$ cat src/rtl/tmr_pkg.sv
`timescale 1ns/1ps
package tmr_pkg;
  localparam int unsigned CNT_W  = 16;
  localparam int unsigned N_CMP  = 2;
  localparam int unsigned N_FLAG = N_CMP + 1;
  localparam int unsigned FLAG_CAP = N_CMP;

  typedef enum logic [1:0] {
    ACT_HOLD   = 2'b00,
    ACT_TOGGLE = 2'b01,
    ACT_LOW    = 2'b10,
    ACT_HIGH   = 2'b11
  } act_e;

  typedef struct packed {
    act_e act1;
    act_e act0;
    logic reload;
    logic mode;
  } ctl_t;

  localparam int unsigned CTL_W = $bits(ctl_t);

  function automatic logic apply_act(input act_e act, input logic cur);
    case (act)
      ACT_TOGGLE: apply_act = ~cur;
      ACT_LOW:    apply_act = 1'b0;
      ACT_HIGH:   apply_act = 1'b1;
      default:    apply_act = cur;
    endcase
  endfunction
endpackage

$ cat src/rtl/tmr_ctrl_reg.sv
`timescale 1ns/1ps
module tmr_ctrl_reg
  import tmr_pkg::*;
(
  input  logic clk,
  input  logic rst_n,
  input  logic cnt_en,
  input  logic we,
  input  ctl_t wdata,
  output ctl_t ctl
);
  ctl_t ctl_d;
  ctl_t ctl_r;

  always_comb begin
    ctl_d = ctl_r;
    if (we) begin
      ctl_d.act0 = wdata.act0;
      ctl_d.act1 = wdata.act1;
      if (!cnt_en) begin
        ctl_d.mode   = wdata.mode;
        ctl_d.reload = wdata.reload;
      end
      if (!ctl_d.mode) begin
        ctl_d.reload = 1'b0;
        ctl_d.act0   = ACT_HOLD;
        ctl_d.act1   = ACT_HOLD;
      end
    end
  end

  always_ff @(posedge clk or negedge rst_n) begin
    if (!rst_n) ctl_r <= '0;
    else if (we) ctl_r <= ctl_d;
  end

  assign ctl = ctl_r;
endmodule

$ cat src/rtl/tmr_counter.sv
`timescale 1ns/1ps
module tmr_counter #(
  parameter int unsigned W = 16
) (
  input  logic         clk,
  input  logic         rst_n,
  input  logic         cnt_en,
  input  logic         restart,
  output logic [W-1:0] cnt
);
  localparam logic [W-1:0] STEP = W'(1);
  logic [W-1:0] cnt_r;
  logic [W-1:0] cnt_d;

  always_comb begin
    cnt_d = cnt_r;
    if (restart) cnt_d = '0;
    else         cnt_d = cnt_r + STEP;
  end

  always_ff @(posedge clk or negedge rst_n) begin
    if (!rst_n)      cnt_r <= '0;
    else if (cnt_en) cnt_r <= cnt_d;
  end

  assign cnt = cnt_r;
endmodule

$ cat src/rtl/tmr_cmp_unit.sv
`timescale 1ns/1ps
module tmr_cmp_unit
  import tmr_pkg::*;
#(
  parameter int unsigned W  = 16,
  parameter int unsigned NC = 2
) (
  input  logic                 clk,
  input  logic                 rst_n,
  input  logic                 armed,
  input  logic [W-1:0]         cnt,
  input  logic [NC-1:0][W-1:0] cmp_vals,
  input  act_e [NC-1:0]        acts,
  input  logic [NC-1:0]        clr,
  output logic [NC-1:0]        hit,
  output logic [NC-1:0]        flag,
  output logic                 out
);
  logic [NC-1:0] flag_r;
  logic [NC-1:0] flag_d;
  logic          out_r;
  logic          out_d;

  for (genvar i = 0; i < NC; i++) begin : g_chan
    assign hit[i]    = armed && (cnt == cmp_vals[i]);
    assign flag_d[i] = hit[i] | (flag_r[i] & ~clr[i]);
  end

  // Higher channel index is applied last and so wins on a shared edge.
  always_comb begin
    out_d = out_r;
    for (int i = 0; i < NC; i++) begin
      if (hit[i]) out_d = apply_act(acts[i], out_r);
    end
  end

  always_ff @(posedge clk or negedge rst_n) begin
    if (!rst_n) begin
      flag_r <= '0;
      out_r  <= 1'b0;
    end else begin
      flag_r <= flag_d;
      out_r  <= out_d;
    end
  end

  assign flag = flag_r;
  assign out  = out_r;
endmodule

$ cat src/rtl/tmr_capture.sv
`timescale 1ns/1ps
module tmr_capture #(
  parameter int unsigned W = 16
) (
  input  logic         clk,
  input  logic         rst_n,
  input  logic         enable,
  input  logic         trig,
  input  logic [W-1:0] cnt,
  input  logic         clr,
  output logic [W-1:0] cap,
  output logic         flag
);
  logic         trig_r;
  logic [W-1:0] cap_r;
  logic [W-1:0] cap_d;
  logic         flag_r;
  logic         flag_d;
  logic         take;

  always_comb begin
    take   = enable && trig && !trig_r;
    cap_d  = take ? cnt : cap_r;
    flag_d = take | (flag_r & ~clr);
  end

  always_ff @(posedge clk or negedge rst_n) begin
    if (!rst_n) begin
      trig_r <= 1'b0;
      cap_r  <= '0;
      flag_r <= 1'b0;
    end else begin
      trig_r <= trig;
      cap_r  <= cap_d;
      flag_r <= flag_d;
    end
  end

  assign cap  = cap_r;
  assign flag = flag_r;
endmodule

$ cat src/rtl/cmp_cap_timer.sv
`timescale 1ns/1ps
module cmp_cap_timer
  import tmr_pkg::*;
#(
  parameter int unsigned W = CNT_W
) (
  input  logic              clk,
  input  logic              rst_n,
  input  logic              cnt_en,
  input  logic              cap_trig,
  input  logic [W-1:0]      cmp0_val,
  input  logic [W-1:0]      cmp1_val,
  input  logic              ctl_we,
  input  logic [CTL_W-1:0]  ctl_wdata,
  input  logic [N_FLAG-1:0] flag_clr,
  output logic [W-1:0]      count,
  output logic [W-1:0]      cap_val,
  output logic              cmp_out,
  output logic [N_FLAG-1:0] flags,
  output logic [CTL_W-1:0]  ctl_q
);
  localparam int unsigned SYNC_STAGES = 2;

  logic [SYNC_STAGES-1:0] rst_pipe;
  logic                   rst_core_n;

  always_ff @(posedge clk or negedge rst_n) begin
    if (!rst_n) rst_pipe <= '0;
    else        rst_pipe <= {rst_pipe[SYNC_STAGES-2:0], 1'b1};
  end
  assign rst_core_n = rst_pipe[SYNC_STAGES-1];

  ctl_t                    ctl;
  logic [N_CMP-1:0][W-1:0] cmp_vals;
  act_e [N_CMP-1:0]        acts;
  logic [N_CMP-1:0]        hit;
  logic [N_CMP-1:0]        cmp_flag;
  logic                    cap_flag;
  logic                    armed;
  logic                    restart;

  assign cmp_vals = {cmp1_val, cmp0_val};
  assign acts     = {ctl.act1, ctl.act0};
  assign armed    = cnt_en && ctl.mode;
  assign restart  = hit[1] && ctl.reload;

  tmr_ctrl_reg u_ctrl (
    .clk    (clk),
    .rst_n  (rst_core_n),
    .cnt_en (cnt_en),
    .we     (ctl_we),
    .wdata  (ctl_t'(ctl_wdata)),
    .ctl    (ctl)
  );

  tmr_counter #(.W(W)) u_cnt (
    .clk     (clk),
    .rst_n   (rst_core_n),
    .cnt_en  (cnt_en),
    .restart (restart),
    .cnt     (count)
  );

  tmr_cmp_unit #(.W(W), .NC(N_CMP)) u_cmp (
    .clk      (clk),
    .rst_n    (rst_core_n),
    .armed    (armed),
    .cnt      (count),
    .cmp_vals (cmp_vals),
    .acts     (acts),
    .clr      (flag_clr[N_CMP-1:0]),
    .hit      (hit),
    .flag     (cmp_flag),
    .out      (cmp_out)
  );

  tmr_capture #(.W(W)) u_cap (
    .clk    (clk),
    .rst_n  (rst_core_n),
    .enable (!ctl.mode),
    .trig   (cap_trig),
    .cnt    (count),
    .clr    (flag_clr[FLAG_CAP]),
    .cap    (cap_val),
    .flag   (cap_flag)
  );

  assign flags = {cap_flag, cmp_flag};
  assign ctl_q = ctl;
endmodule

$ cat config.mk
export PLATFORM = sky130hd
export DESIGN_NAME = cmp_cap_timer
export DESIGN_NICKNAME = d
export VERILOG_FILES = /design/src/rtl/tmr_pkg.sv /design/src/rtl/tmr_ctrl_reg.sv /design/src/rtl/tmr_counter.sv /design/src/rtl/tmr_cmp_unit.sv /design/src/rtl/tmr_capture.sv /design/src/rtl/cmp_cap_timer.sv
export SDC_FILE = /design/constraint.sdc
export NUM_CORES = 1
export LEC_CHECK = 0
export ABC_CLOCK_PERIOD_IN_PS = 1700
export BUFFER_PORTS_ARGS = -buffer_cell sky130_fd_sc_hd__buf_2
export CORE_MARGIN = 4
export CORE_UTILIZATION = 49
export CTS_BUF_LIST = sky130_fd_sc_hd__clkbuf_16
export DETAILED_ROUTE_END_ITERATION = 10
export PLACE_DENSITY_LB_ADDON = 0.05
export RECOVER_POWER = 25
export SETUP_SLACK_MARGIN = 0.3
export SLEW_MARGIN = 20
export SYNTH_ARGS = -nofsm -noshare
export SYNTH_HDL_FRONTEND = slang
export SYNTH_SLANG_ARGS = --single-unit
$ cat constraint.sdc
create_clock -name clk -period 1.7 [get_ports clk]
set_input_delay 0.17 -clock clk [delete_from_list [all_inputs] [get_ports clk]]
set_output_delay 0.17 -clock clk [all_outputs]
set_load 0.1 [all_outputs]
After elaboration in Yosys (flattened, before gate mapping)

Cells that the tools add are included.

Bits in registers: 45
Latch bits: 0
Memory bits (writable): 0
Bits in read-only memories: 0
Output and inout port bits: 42
Logic and storage cells: 52
Memories kept: 0

Add/sub/neg operators: 1
Multiply operators: 0
Div/mod/pow operators: 0
Magnitude comparators: 0
Eq/ne operators: 10
Shift operators: 0
Mux-type cells: 8
Bitwise gates (word level): 10
Reduce and logical (&&, ||, !) cells: 12

Operator list:

| kind                                                                     | count |
|---|---|
| 16-bit == test                                                           | 2 |
| 16-bit by 1-bit adder with 16-bit output (second input constant)         | 1 |
| 16-bit 2-to-1 mux                                                        | 1 |
| 2-bit == test (second input constant)                                    | 4 |
| 1-bit logical AND                                                        | 6 |
| 1-bit case mux with 3 select lines                                       | 2 |
| 5-bit 2-to-1 mux                                                         | 1 |
| 2-bit by 1-bit == test with 1-bit output (second input constant)         | 2 |
| 2-bit 2-to-1 mux                                                         | 2 |
| 4-bit by 1-bit inequality test with 1-bit output (second input constant) | 1 |
| 1-bit NOT                                                                | 4 |
| 4-bit nonzero test                                                       | 1 |
| 1-bit bitwise AND                                                        | 3 |
| 3-bit inequality test (second input constant)                            | 1 |
| 1-bit OR                                                                 | 3 |
| 3-bit AND reduction                                                      | 1 |
| 1-bit zero test                                                          | 2 |
| 1-bit 2-to-1 mux                                                         | 2 |
| 2-bit AND reduction                                                      | 1 |
| 2-bit nonzero test                                                       | 1 |

Logic depth before layout (Yosys ltp)

Gate-level depths: netlist (run 1).

Depth after elaboration: 4
Depth in mapped cells: 7
Gate-level depth less buffers: 5

Hierarchy

Synthesis (run 1) repeated with hierarchy kept, for this count alone.

Cells, all modules: 224
Area total of the unflattened synthesis: 2479.9 µm²

Modules (own cells, without submodules):

| module        | times used | cells an instance | area an instance (µm²) | seq. area each (µm²) |
|---|---|---|---|---|
| tmr_counter   | 1          | 91                | 883.3                  | 400.4 |
| tmr_capture   | 1          | 38                | 704.4                  | 450.4 |
| tmr_cmp_unit  | 1          | 62                | 538.0                  | 75.1 |
| tmr_ctrl_reg  | 1          | 26                | 276.5                  | 150.1 |
| cmp_cap_timer | 1          | 7                 | 77.6                   | 50.0 |

Worst setup path after synthesis (run 1)

Ideal clock, no wire load.

Path kind: register to register
Start point: register u_cnt.cnt_r[4] (netlist: u_cnt.cnt[4])
End point: register u_cnt.cnt_r[14] (netlist: u_cnt.cnt[14])
Library setup time: 122 ps
Data arrival time: 2174 ps
Data required time: 1578 ps
Path slack: -596 ps
Cell stages (with the launch flop): 8
Buffers on the path: 2
Period minus slack after synthesis: 2296 ps
Path through: dfrtp_1 -> buf_2 -> xor2_1 -> nor4_2 -> nand4_2 -> nor3_4 -> buf_6 -> nor2_1

Cells in the longest elaborated chain, start to end: 4
Elaborated cells between the ends (all ways): 5

Ends and longest elaborated chain:

| element                                                                                          | line              | RTL |
|---|---|---|
| start, declared                                                                                  | tmr_counter.sv:12 | `logic [W-1:0] cnt_r;` |
| start signal, assigned                                                                           | tmr_counter.sv:23 | `else if (cnt_en) cnt_r <= cnt_d;` |
| parallel branches: the longest is 3 deep, another holds 16-bit by 1-bit adder with 16-bit output | n/a               |  |
| 16-bit 2-to-1 mux *                                                                              | tmr_counter.sv:17 | `if (restart) cnt_d = '0;` |

Every way passes the cells marked *.
A chain may end at the register's enable or synchronous reset.

Final worst setup path (run 1)

Start point: register u_cnt.cnt_r[5] (netlist: u_cnt.cnt[5])
End point: register u_cnt.cnt_r[1] (netlist: u_cnt.cnt[1])

Cells in the longest elaborated chain, start to end: 4

Ends and longest elaborated chain:

| element           | line                | RTL |
|---|---|---|
| 16-bit == test    | tmr_cmp_unit.sv:25  | `assign hit[i] = armed && (cnt == cmp_vals[i]);` |
| 1-bit logical AND | tmr_cmp_unit.sv:25  |  |
| 1-bit logical AND | cmp_cap_timer.sv:45 | `assign restart = hit[1] && ctl.reload;` |
| 16-bit 2-to-1 mux | tmr_counter.sv:17   |  |

No other way between the ends.

==> results of run 1 <==
==> routing by layer <==
metal,up-vias,share of wire,track usage
li1,960,-,-
met1,938,0.45,0.296
met2,65,0.48,0.329
met3,12,0.053,0.0394
met4,0,0.015,0.0629
met5,-,0,0
==> worst max-delay path by stage <==
stage	startpoint	endpoint	slack, ns	cells after the start
after floorplan	u_cnt.cnt[5]$_DFFE_PN0P_	u_cnt.cnt[14]$_DFFE_PN0P_	-0.25	7
after CTS	u_cnt.cnt[14]$_DFFE_PN0P_	u_cmp.out$_DFFE_PN0P_	-0.06	6
final	u_cnt.cnt[5]$_DFFE_PN0P_	u_cnt.cnt[1]$_DFFE_PN0P_	-0.09	6
after global routing	u_cnt.cnt[5]$_DFFE_PN0P_	u_cnt.cnt[1]$_DFFE_PN0P_	-0.17	6
after detailed placement	u_cnt.cnt[14]$_DFFE_PN0P_	u_cmp.out$_DFFE_PN0P_	-0.15	6
after global placement	u_cnt.cnt[14]$_DFFE_PN0P_	u_cmp.out$_DFFE_PN0P_	-0.12	6
==> cells by family (layout without fill, tap and decap cells) <==
kind of cell    Yosys count  after routing  synth area share
flops                    45             45             0.470
simple gates             59             59             0.148
mux                      18             18            0.0841
other cells               1              1           0.00157
xor+xnor                 46             46             0.168
compound gates           19             19            0.0549
fa+ha+maj                 3              3            0.0157
buf+inv                  25            139            0.0569
==> report_power, final <==
group	switching (mW)	internal [mW]	total, mW	leakage, nW
registers	0.162	1.25	1.41	0.563
logic	1.50	0.611	2.11	1.11
clock network	0.398	0.539	0.936	0.0696
==> through the flow <==
stage,power (mW),worst slack [ns]
floorplan,2.98,-0.253
global placement,3.35,-0.118
detailed placement,3.37,-0.148
CTS,4.44,-0.0632
global route,4.64,-0.170
finish,4.46,-0.0921
==> registers in the layout, indices dropped and copies added (netlist names) <==
signal and flops:
u_ctrl.ctl 6, u_cmp.flag 2, u_cap.flag 1, rst_pipe 2
u_cap.cap 16, u_cnt.cnt 16, u_cmp.out 1, u_cap.trig_r 1
==> area by class of cell <==
cell class | count | area share
Inverter | 12 | 0.0129
Tap cell | 67 | 0.0241
Clock inverter | 3 | 0.00503
Clock buffer | 5 | 0.0359
Multi-Input combinational cell | 146 | 0.355
Sequential cell | 45 | 0.337
Timing Repair Buffer | 119 | 0.230
==> worst register-to-register path: stages, from the launching register on <==
cell	delay, ns
sky130_fd_sc_hd__dfrtp_4	0.48
sky130_fd_sc_hd__xor2_1	0.16
sky130_fd_sc_hd__nor4_2	0.37
sky130_fd_sc_hd__nand4_2	0.24
sky130_fd_sc_hd__nor3_4	0.20
sky130_fd_sc_hd__buf_12	0.17
sky130_fd_sc_hd__o22ai_1	0.07
==> cells in the final DEF, fill, tap and decap left out, types with 4 or more instances in the layout <==
master | synthesis | final
sky130_fd_sc_hd__dfrtp_1 | 45 | 24
sky130_fd_sc_hd__dfrtp_2 | 0 | 12
sky130_fd_sc_hd__mux2_4 | 0 | 16
sky130_fd_sc_hd__nor2_1 | 15 | 15
sky130_fd_sc_hd__dfrtp_4 | 0 | 9
sky130_fd_sc_hd__buf_2 | 7 | 73
sky130_fd_sc_hd__xor2_1 | 35 | 34
sky130_fd_sc_hd__inv_1 | 12 | 12
sky130_fd_sc_hd__buf_4 | 1 | 26
sky130_fd_sc_hd__buf_6 | 4 | 8
sky130_fd_sc_hd__o22ai_1 | 8 | 6
sky130_fd_sc_hd__buf_12 | 0 | 4
sky130_fd_sc_hd__clkbuf_16 | 0 | 5
sky130_fd_sc_hd__xnor2_1 | 11 | 11
sky130_fd_sc_hd__nand2_1 | 14 | 14
sky130_fd_sc_hd__nor4_2 | 4 | 5
==> repair_timing <==
item	4_1_cts	5_1_grt
cloned	0	1
hold buffers	1	0
pin swaps	7	3
resized for setup	33	14
hold endpoints to repair	2	0
endpoints found under the setup margin	36	39
buffers inserted	5	3
==> impl_results.html, run 1 <==
<table>
<tr><th>Metric</th><th>Value</th></tr>
<tr><th colspan="2">Run status</th></tr>
<tr><td>Result of the run</td><td>finished with violations</td></tr>
<tr><td>Violations in the final reports</td><td>setup timing</td></tr>
<tr><th colspan="2">Synthesis</th></tr>
<tr><td>Seq/Total Area, Yosys</td><td>0.470</td></tr>
<tr><td>Fraction of registers with async set or reset after synthesis</td><td>1.00</td></tr>
<tr><td>Area leader, netlist</td><td>sky130_fd_sc_hd__dfrtp_1</td></tr>
<tr><td>Synth top cells by count</td><td>45 x sky130_fd_sc_hd__dfrtp_1, 35 x sky130_fd_sc_hd__xor2_1, 17 x sky130_fd_sc_hd__mux2_2</td></tr>
<tr><td>Post-Synthesis Mean Instance Area</td><td>11.1 um^2</td></tr>
<tr><td>Dominant cells by area after synthesis</td><td>sky130_fd_sc_hd__dfrtp_1 47%, sky130_fd_sc_hd__xor2_1 13%, sky130_fd_sc_hd__mux2_2 8.0%, sky130_fd_sc_hd__xnor2_1 4.0%, sky130_fd_sc_hd__nor2_1 2.4%</td></tr>
<tr><td>Main flop type after synthesis</td><td>sky130_fd_sc_hd__dfrtp_1</td></tr>
<tr><td>Register bit total from synthesis</td><td>45</td></tr>
<tr><td>Total of warnings raised by yosys</td><td>0</td></tr>
<tr><td>Gate Count Post-Synth</td><td>between 200 and 250</td></tr>
<tr><td>Number of enable-type register cells in the synthesized netlist</td><td>0</td></tr>
<tr><td>Most frequent cell after synthesis</td><td>sky130_fd_sc_hd__dfrtp_1</td></tr>
<tr><td>Post-synth top area share</td><td>0.470</td></tr>
<tr><td>Post-synthesis instance area</td><td>~2400 um^2</td></tr>
<tr><td>Number of nets in the synthesized netlist</td><td>265</td></tr>
<tr><td>Count of different cell masters after synthesis</td><td>39</td></tr>
<tr><th colspan="2">Drt</th></tr>
<tr><td>Number of detailed-route iterations in the first pass</td><td>4</td></tr>
<tr><td>Via count</td><td>between 1,500 and 2,000</td></tr>
<tr><td>Final routed wire length divided by cell count</td><td>about 15 um</td></tr>
<tr><td>Routed Antenna Nets</td><td>0</td></tr>
<tr><td>Starting DRC count in detailed routing</td><td>81</td></tr>
<tr><td>Total DRC errors in the routed layout</td><td>0</td></tr>
<tr><td>Avg Vias per Cell</td><td>between 4 and 5</td></tr>
<tr><td>Routed wire length</td><td>approximately 6000 um</td></tr>
<tr><th colspan="2">Timing</th></tr>
<tr><td>Final-report hold violation count</td><td>0</td></tr>
<tr><td>Final setup slack of the worst path</td><td>-0.0921 ns</td></tr>
<tr><td>Max-slew violation count</td><td>0</td></tr>
<tr><td>Share of the clock period used by the worst path after layout</td><td>1.05</td></tr>
<tr><td>Slew @ Worst Pin</td><td>between 0.8 and 0.9 ns</td></tr>
<tr><td>Shortest clock period the worst path allows after layout</td><td>around 1.8 ns</td></tr>
<tr><td>Top achievable clock speed</td><td>approximately 560 MHz</td></tr>
<tr><td>Count of endpoints failing setup in the final report</td><td>17</td></tr>
<tr><td>Headroom to the max-slew limit</td><td>0.439</td></tr>
<tr><td>Setup repair after global routing missed its margin</td><td>yes</td></tr>
<tr><td>Clock skew</td><td>0.00481 ns</td></tr>
<tr><td>Hold Worst Slack</td><td>around 0.011 ns</td></tr>
<tr><td>Sum of negative setup slack</td><td>-1.18 ns</td></tr>
<tr><th colspan="2">Worst setup path</th></tr>
<tr><td>Worst setup SP type</td><td>register</td></tr>
<tr><td>Arrival time of data at the critical path endpoint</td><td>a little under 2 ns</td></tr>
<tr><td>Biggest cell delay along the critical path</td><td>~0.48 ns</td></tr>
<tr><td>Endpoint of the worst-slack reg-to-reg timing path</td><td>u_cnt.cnt[1]$_DFFE_PN0P_</td></tr>
<tr><td>Start-to-end type of the worst setup path</td><td>register to register</td></tr>
<tr><td>Flop2flop setup slack</td><td>-0.09 ns</td></tr>
<tr><td>Top fanout value on the critical path</td><td>15</td></tr>
<tr><td>CP delay by family, top</td><td>simple AND/OR/NAND/NOR gates</td></tr>
<tr><td>Depth of the worst register-to-register path</td><td>6</td></tr>
<tr><td>Crit Reg-Reg Startpoint</td><td>u_cnt.cnt[5]$_DFFE_PN0P_</td></tr>
<tr><td>Setup crit end kind</td><td>register</td></tr>
<tr><td>Critical path's slowest cell</td><td>sky130_fd_sc_hd__dfrtp_4</td></tr>
<tr><td>Crit path buf inv count</td><td>1</td></tr>
<tr><td>Required time of the critical path</td><td>1.87 ns</td></tr>
<tr><td>Chain of cells forming the critical path</td><td>xor2_1 &gt; nor4_2 &gt; nand4_2 &gt; nor3_4 &gt; buf_12 &gt; o22ai_1</td></tr>
<tr><th colspan="2">Finish</th></tr>
<tr><td>Antenna fix cells</td><td>0</td></tr>
<tr><td>Ratio of cells with drive above 1 in the final layout</td><td>0.545</td></tr>
<tr><td>Number of standard cells in the final layout excluding fillers</td><td>397</td></tr>
<tr><td>Finished layout cell area</td><td>around 3500 um^2</td></tr>
<tr><td>Post-layout utilization of the core</td><td>0.738</td></tr>
<tr><td>Total of fill cells in the finished design</td><td>approximately 350</td></tr>
<tr><td>Area of the multi-input gates</td><td>roughly 1200 um^2</td></tr>
<tr><td>Layout net count</td><td>around 380</td></tr>
<tr><td>Sequential standard cell area</td><td>approximately 1200 um^2</td></tr>
<tr><td>Layout-stage area growth over the synthesis result</td><td>45.5%</td></tr>
<tr><th colspan="2">Job</th></tr>
<tr><td>Maxcap violations</td><td>0</td></tr>
<tr><th colspan="2">Clock tree</th></tr>
<tr><td>Clock latency at the later pin of the worst-skew pair</td><td>roughly 0.28 ns</td></tr>
<tr><td>Maximum clock path buffer count</td><td>2</td></tr>
<tr><td>Number of buffers added by the clock tree synthesis step</td><td>5</td></tr>
<tr><td>Master cell of the clock root buffer</td><td>sky130_fd_sc_hd__clkbuf_16</td></tr>
<tr><td>Maximum level of the CTS H-tree</td><td>2</td></tr>
<tr><td>Clock Pin Slew Worst Setup and Hold Paths</td><td>roughly 0.060 ns</td></tr>
<tr><td>TritonCTS clock tree</td><td>done</td></tr>
<tr><td>Clock sink count</td><td>45</td></tr>
<tr><th colspan="2">Worst hold path</th></tr>
<tr><td>WHS Path Cells</td><td>1</td></tr>
<tr><td>Worst hold path type</td><td>input port to register</td></tr>
<tr><td>Worst min-delay path startpoint</td><td>cap_trig</td></tr>
<tr><td>Hold worst-path end</td><td>u_cap.trig_r$_DFF_PN0_</td></tr>
<tr><th colspan="2">Floorplan</th></tr>
<tr><td>Number of rows created at floorplan</td><td>25</td></tr>
<tr><td>Placeable core region</td><td>4720 um^2</td></tr>
<tr><td>Area enclosed by the die boundary</td><td>just over 6000 um^2</td></tr>
<tr><td># IOs</td><td>88</td></tr>
<tr><td>Initial Utilization</td><td>0.507</td></tr>
<tr><td>Height of the die</td><td>77.9 um</td></tr>
<tr><td>Die width</td><td>between 70 and 80 um</td></tr>
<tr><th colspan="2">Power</th></tr>
<tr><td>Power density normalized to cell area</td><td>1280 nW/um^2</td></tr>
<tr><td>Static Leak</td><td>approximately 1.7 nW</td></tr>
<tr><td>Worst VDD drop</td><td>roughly 0.0011 V</td></tr>
<tr><th colspan="2">Global routing</th></tr>
<tr><td>Gr usage total</td><td>0.210</td></tr>
<tr><td>Largest net degree at the start of global routing</td><td>24</td></tr>
<tr><td>Antenna violations before repair</td><td>0</td></tr>
<tr><td>Remaining Overflow, GRT</td><td>0</td></tr>
<tr><td>Global-route wire length before repair</td><td>~9900 um</td></tr>
<tr><td>Vias in the first global route</td><td>1,957</td></tr>
<tr><th colspan="2">Placement</th></tr>
<tr><td>Count of buffers inserted at the top-level ports</td><td>between 80 and 90</td></tr>
<tr><td>Post-DP HPWL</td><td>~4500 um</td></tr>
<tr><td>Placed cell count</td><td>around 380</td></tr>
<tr><td>Gp weighted congestion</td><td>0.792</td></tr>
<tr><td>Post-Place Cell Area</td><td>between 3000 and 4000 um^2</td></tr>
</table>
Note: power is estimated with default switching activity, not from simulation.
==> run 2: changes to the inputs <==
Settings changed: CELL_PAD_IN_SITES_DETAIL_PLACEMENT set to 0, CELL_PAD_IN_SITES_GLOBAL_PLACEMENT set to 1, CORE_UTILIZATION 49 to 37, GPL_ROUTABILITY_DRIVEN set to 0.
==> run 2 against run 1 <==
The flow still finishes with violations (setup timing). Critical path type unchanged. Largest power group unchanged. First-iteration DRC count fell by 56%. Final cell count rose by 2.5%. Core utilization fell by 17 points. Sequential share of layout area decreased by 1.1 points. Critical endpoint is now u_cmp.out$_DFFE_PN0P_. Register-to-register slack about the same. Power rose by 1.4%.
==> impl_results.html, run 2 (synthesis gave the netlist of run 1 again) <==
<table>
<tr><th>Metric</th><th>Value</th></tr>
<tr><th colspan="2">Timing</th></tr>
<tr><td>Slew @ Worst Pin</td><td>1.13 ns (+0.284 ns)</td></tr>
<tr><td>Top achievable clock speed</td><td>554 MHz (-0.71%)</td></tr>
<tr><td>Headroom to the max-slew limit</td><td>0.250 (-0.189)</td></tr>
<tr><td>Sum of negative setup slack</td><td>-1.01 ns (+0.178 ns)</td></tr>
<tr><td>Final-report hold violation count</td><td>0 (unchanged)</td></tr>
<tr><td>Max-slew violation count</td><td>0 (unchanged)</td></tr>
<tr><td>Final setup slack of the worst path</td><td>-0.105 ns (-0.0127 ns)</td></tr>
<tr><td>Count of endpoints failing setup in the final report</td><td>19 (+2)</td></tr>
<tr><td>Share of the clock period used by the worst path after layout</td><td>1.06 (+0.00749)</td></tr>
<tr><td>Clock skew</td><td>0.00757 ns (+0.00276 ns)</td></tr>
<tr><td>Shortest clock period the worst path allows after layout</td><td>1.80 ns (+0.0127 ns)</td></tr>
<tr><td>Setup repair after global routing missed its margin</td><td>yes</td></tr>
<tr><th colspan="2">Power</th></tr>
<tr><td>Portion of total power attributed to combinational logic</td><td>0.492 (+0.019)</td></tr>
<tr><td>Power density normalized to cell area</td><td>1250 nW/um^2 (-2.1%)</td></tr>
<tr><td>Psw</td><td>2.10 mW (+1.9%)</td></tr>
<tr><td>Share of power burned in the clock network</td><td>0.202 (-0.008)</td></tr>
<tr><td>Worst VDD drop</td><td>0.00137 V (+28%)</td></tr>
<tr><td>Cell internal power dissipation</td><td>2.43 mW (+1.0%)</td></tr>
<tr><td>Fraction of power consumed by sequential logic</td><td>0.305 (-0.012)</td></tr>
<tr><td>Switching power as a share of total power</td><td>0.464 (+0.00206)</td></tr>
<tr><td>Static Leak</td><td>1.76 nW (+1.1%)</td></tr>
<tr><th colspan="2">Clock tree</th></tr>
<tr><td>Clock Pin Slew Worst Setup and Hold Paths</td><td>0.06 ns (about the same)</td></tr>
<tr><td>Maximum level of the CTS H-tree</td><td>2 (unchanged)</td></tr>
<tr><td>TritonCTS clock tree</td><td>done</td></tr>
<tr><td>Master cell of the clock root buffer</td><td>sky130_fd_sc_hd__clkbuf_16</td></tr>
<tr><td>Clock sink count</td><td>45 (unchanged)</td></tr>
<tr><td>Number of buffers added by the clock tree synthesis step</td><td>5 (unchanged)</td></tr>
<tr><td>Maximum clock path buffer count</td><td>2 (unchanged)</td></tr>
<tr><td>Clock latency at the later pin of the worst-skew pair</td><td>0.29 ns (about the same)</td></tr>
<tr><th colspan="2">Drt</th></tr>
<tr><td>Top sig layer</td><td>met4</td></tr>
<tr><td>Number of detailed-route iterations in the first pass</td><td>4 (unchanged)</td></tr>
<tr><td>Avg Vias per Cell</td><td>4.79 (-3.8%)</td></tr>
<tr><td>Routed Antenna Nets</td><td>0 (unchanged)</td></tr>
<tr><td>Starting DRC count in detailed routing</td><td>36 (-56%)</td></tr>
<tr><td>DR WL met2</td><td>2930 um (-0.20%)</td></tr>
<tr><td>Met1 layer wirelength in the final routing</td><td>3080 um (+11%)</td></tr>
<tr><td>Routed wire length</td><td>6490 um (+5.8%)</td></tr>
<tr><td>Met3 wire length</td><td>388 um (+20%)</td></tr>
<tr><td>Final routed wire length divided by cell count</td><td>16.0 um (+3.2%)</td></tr>
<tr><td>Total DRC errors in the routed layout</td><td>0 (unchanged)</td></tr>
<tr><td>Via count</td><td>1,948 (-1.4%)</td></tr>
<tr><th colspan="2">Global routing</th></tr>
<tr><td>Remaining Overflow, GRT</td><td>0 (unchanged)</td></tr>
<tr><td>Antenna violations before repair</td><td>0 (unchanged)</td></tr>
<tr><td>Vias in the first global route</td><td>1,978 (+1.1%)</td></tr>
<tr><td>Largest net degree at the start of global routing</td><td>44 (+83%)</td></tr>
<tr><td>Global-route wire length before repair</td><td>10,200 um (+3.0%)</td></tr>
<tr><td>Gr usage total</td><td>0.175 (-0.0350)</td></tr>
<tr><th colspan="2">Worst hold path</th></tr>
<tr><td>Hold worst-path end</td><td>u_cmp.flag[0]$_DFF_PN0_</td></tr>
<tr><td>Worst hold path type</td><td>input port to register</td></tr>
<tr><td>Worst min-delay path startpoint</td><td>flag_clr[0]</td></tr>
<tr><td>WHS Path Cells</td><td>2 (+1)</td></tr>
<tr><th colspan="2">Worst setup path</th></tr>
<tr><td>Start-to-end type of the worst setup path</td><td>register to register</td></tr>
<tr><td>Top fanout value on the critical path</td><td>4 (-11)</td></tr>
<tr><td>Setup crit end kind</td><td>register</td></tr>
<tr><td>Critical path's slowest cell</td><td>sky130_fd_sc_hd__dfrtp_4</td></tr>
<tr><td>Worst setup SP type</td><td>register</td></tr>
<tr><td>Biggest cell delay along the critical path</td><td>0.48 ns (about the same)</td></tr>
<tr><td>Chain of cells forming the critical path</td><td>buf_6 &gt; xor2_2 &gt; nor4_1 &gt; nand4_1 &gt; o31ai_1 &gt; a21oi_2</td></tr>
<tr><td>Crit Reg-Reg Startpoint</td><td>u_cnt.cnt[5]$_DFFE_PN0P_</td></tr>
<tr><td>Arrival time of data at the critical path endpoint</td><td>1.97 ns (about the same)</td></tr>
<tr><td>Depth of the worst register-to-register path</td><td>6 (unchanged)</td></tr>
<tr><td>Required time of the critical path</td><td>1.87 ns (about the same)</td></tr>
<tr><td>Endpoint of the worst-slack reg-to-reg timing path</td><td>u_cmp.out$_DFFE_PN0P_</td></tr>
<tr><td>Flop2flop setup slack</td><td>-0.10 ns (about the same)</td></tr>
<tr><th colspan="2">Placement</th></tr>
<tr><td>Count of buffers inserted at the top-level ports</td><td>87 (unchanged)</td></tr>
<tr><td>Placed cell count</td><td>388 (+2.4%)</td></tr>
<tr><td>Worst setup slack before clock tree synthesis</td><td>-0.167 ns (-0.0195 ns)</td></tr>
<tr><td>Post-DP HPWL</td><td>4740 um (+6.3%)</td></tr>
<tr><th colspan="2">Finish</th></tr>
<tr><td>Most common cell after layout, fill and taps aside</td><td>sky130_fd_sc_hd__buf_2</td></tr>
<tr><td>Layout-stage area growth over the synthesis result</td><td>50.7%</td></tr>
<tr><td>Antenna fix cells</td><td>0 (unchanged)</td></tr>
<tr><td>Number of standard cells in the final layout excluding fillers</td><td>407 (+2.5%)</td></tr>
<tr><td>Top library cells by usage in the layout, fill and taps aside</td><td>72 x sky130_fd_sc_hd__buf_2, 31 x sky130_fd_sc_hd__xor2_1, 29 x sky130_fd_sc_hd__buf_4</td></tr>
<tr><td>Ratio of cells with drive above 1 in the final layout</td><td>0.588 (+0.0424)</td></tr>
<tr><td>Layout net count</td><td>378 (unchanged)</td></tr>
<tr><th colspan="2">Floorplan</th></tr>
<tr><td># IOs</td><td>88 (unchanged)</td></tr>
<tr><td>Placeable core region</td><td>6310 um^2 (+34%)</td></tr>
<tr><td>Height of the die</td><td>88.5 um (+14%)</td></tr>
<tr><td>Area enclosed by the die boundary</td><td>7820 um^2 (+29%)</td></tr>
<tr><td>Number of rows created at floorplan</td><td>29 (+16%)</td></tr>
<tr><td>Die width</td><td>88.5 um (+14%)</td></tr>
<tr><td>Initial Utilization</td><td>0.379 (-0.128)</td></tr>
<tr><th colspan="2">Run status</th></tr>
<tr><td>Result of the run</td><td>finished with violations</td></tr>
<tr><td>Violations in the final reports</td><td>setup timing</td></tr>
<tr><th colspan="2">Job</th></tr>
<tr><td>Maxcap violations</td><td>0 (unchanged)</td></tr>
</table>
-- run 2: cell type report --
cell class,count,area (um^2)
Clock inverter,3,11.3
Sequential cell,45,1180
Clock buffer,5,125
Tap cell,77,96.3
Inverter,12,45.0
Multi-Input combinational cell,146,1350
Timing Repair Buffer,119,803
Fill cell,561,2710
-- run 2: how the worst max path moves through the flow --
stage | start | to | depth (start not counted) | slack (ns)
after floorplan | u_cnt.cnt[5]$_DFFE_PN0P_ | u_cnt.cnt[14]$_DFFE_PN0P_ | 7 | -0.25
after global placement | u_cnt.cnt[9]$_DFFE_PN0P_ | u_cmp.out$_DFFE_PN0P_ | 5 | -0.13
after detailed placement | u_cnt.cnt[9]$_DFFE_PN0P_ | u_cmp.out$_DFFE_PN0P_ | 5 | -0.17
after CTS | u_cnt.cnt[2]$_DFFE_PN0P_ | u_cnt.cnt[1]$_DFFE_PN0P_ | 6 | -0.12
after global routing | u_cnt.cnt[6]$_DFFE_PN0P_ | u_cmp.out$_DFFE_PN0P_ | 7 | -0.21
final | u_cnt.cnt[5]$_DFFE_PN0P_ | u_cmp.out$_DFFE_PN0P_ | 6 | -0.10
-- run 2: power groups by stage --
stage,Combinational (mW),Sequential [mW],Clock [mW]
after floorplan,0.534,2.45,0
after global placement,1.93,1.41,0
after detailed placement,1.94,1.41,0
after CTS,2.16,1.38,0.940
after global routing,2.33,1.40,0.981
final,2.23,1.38,0.916
-- run 2: stage by stage --
stage / utilization / hold slack [ns] / area (um^2) / power (mW)
6_report: 0.572 / 0.0679 / 3610 / 4.53
3_5_place_dp: 0.492 / -0.0417 / 3110 / 3.36
4_1_cts: 0.551 / 0.0658 / 3480 / 4.49
5_1_grt: 0.572 / 0.0692 / 3610 / 4.71
3_3_place_gp: 0.492 / -0.0439 / 3110 / 3.35
2_1_floorplan: - / -0.126 / 2510 / 2.98
-- run 2: metal layers --
layer | vias up | track usage
met5 | - | 0
met1 | 941 | 0.241
met3 | 6 | 0.0372
met4 | 0 | 0.0536
met2 | 57 | 0.276
li1 | 944 | -
-- run 2: critical path: cells and delay by family, from the launching register on --
family / cells / cell delay, ns
XOR/XNOR: 1 / 0.18
flip-flops: 1 / 0.48
AND/OR/NAND/NOR: 2 / 0.43
AO/OA/AOI/OAI: 2 / 0.45
buffers and inverters: 1 / 0.14
-- run 2: timing repair --
item,4_1_cts,5_1_grt
gates resized for setup,42,24
buffers inserted,5,3
pin swaps,21,8
endpoints found under the hold margin,3,0
setup endpoints to repair,35,38
gates cloned,1,0
hold buffers,2,0
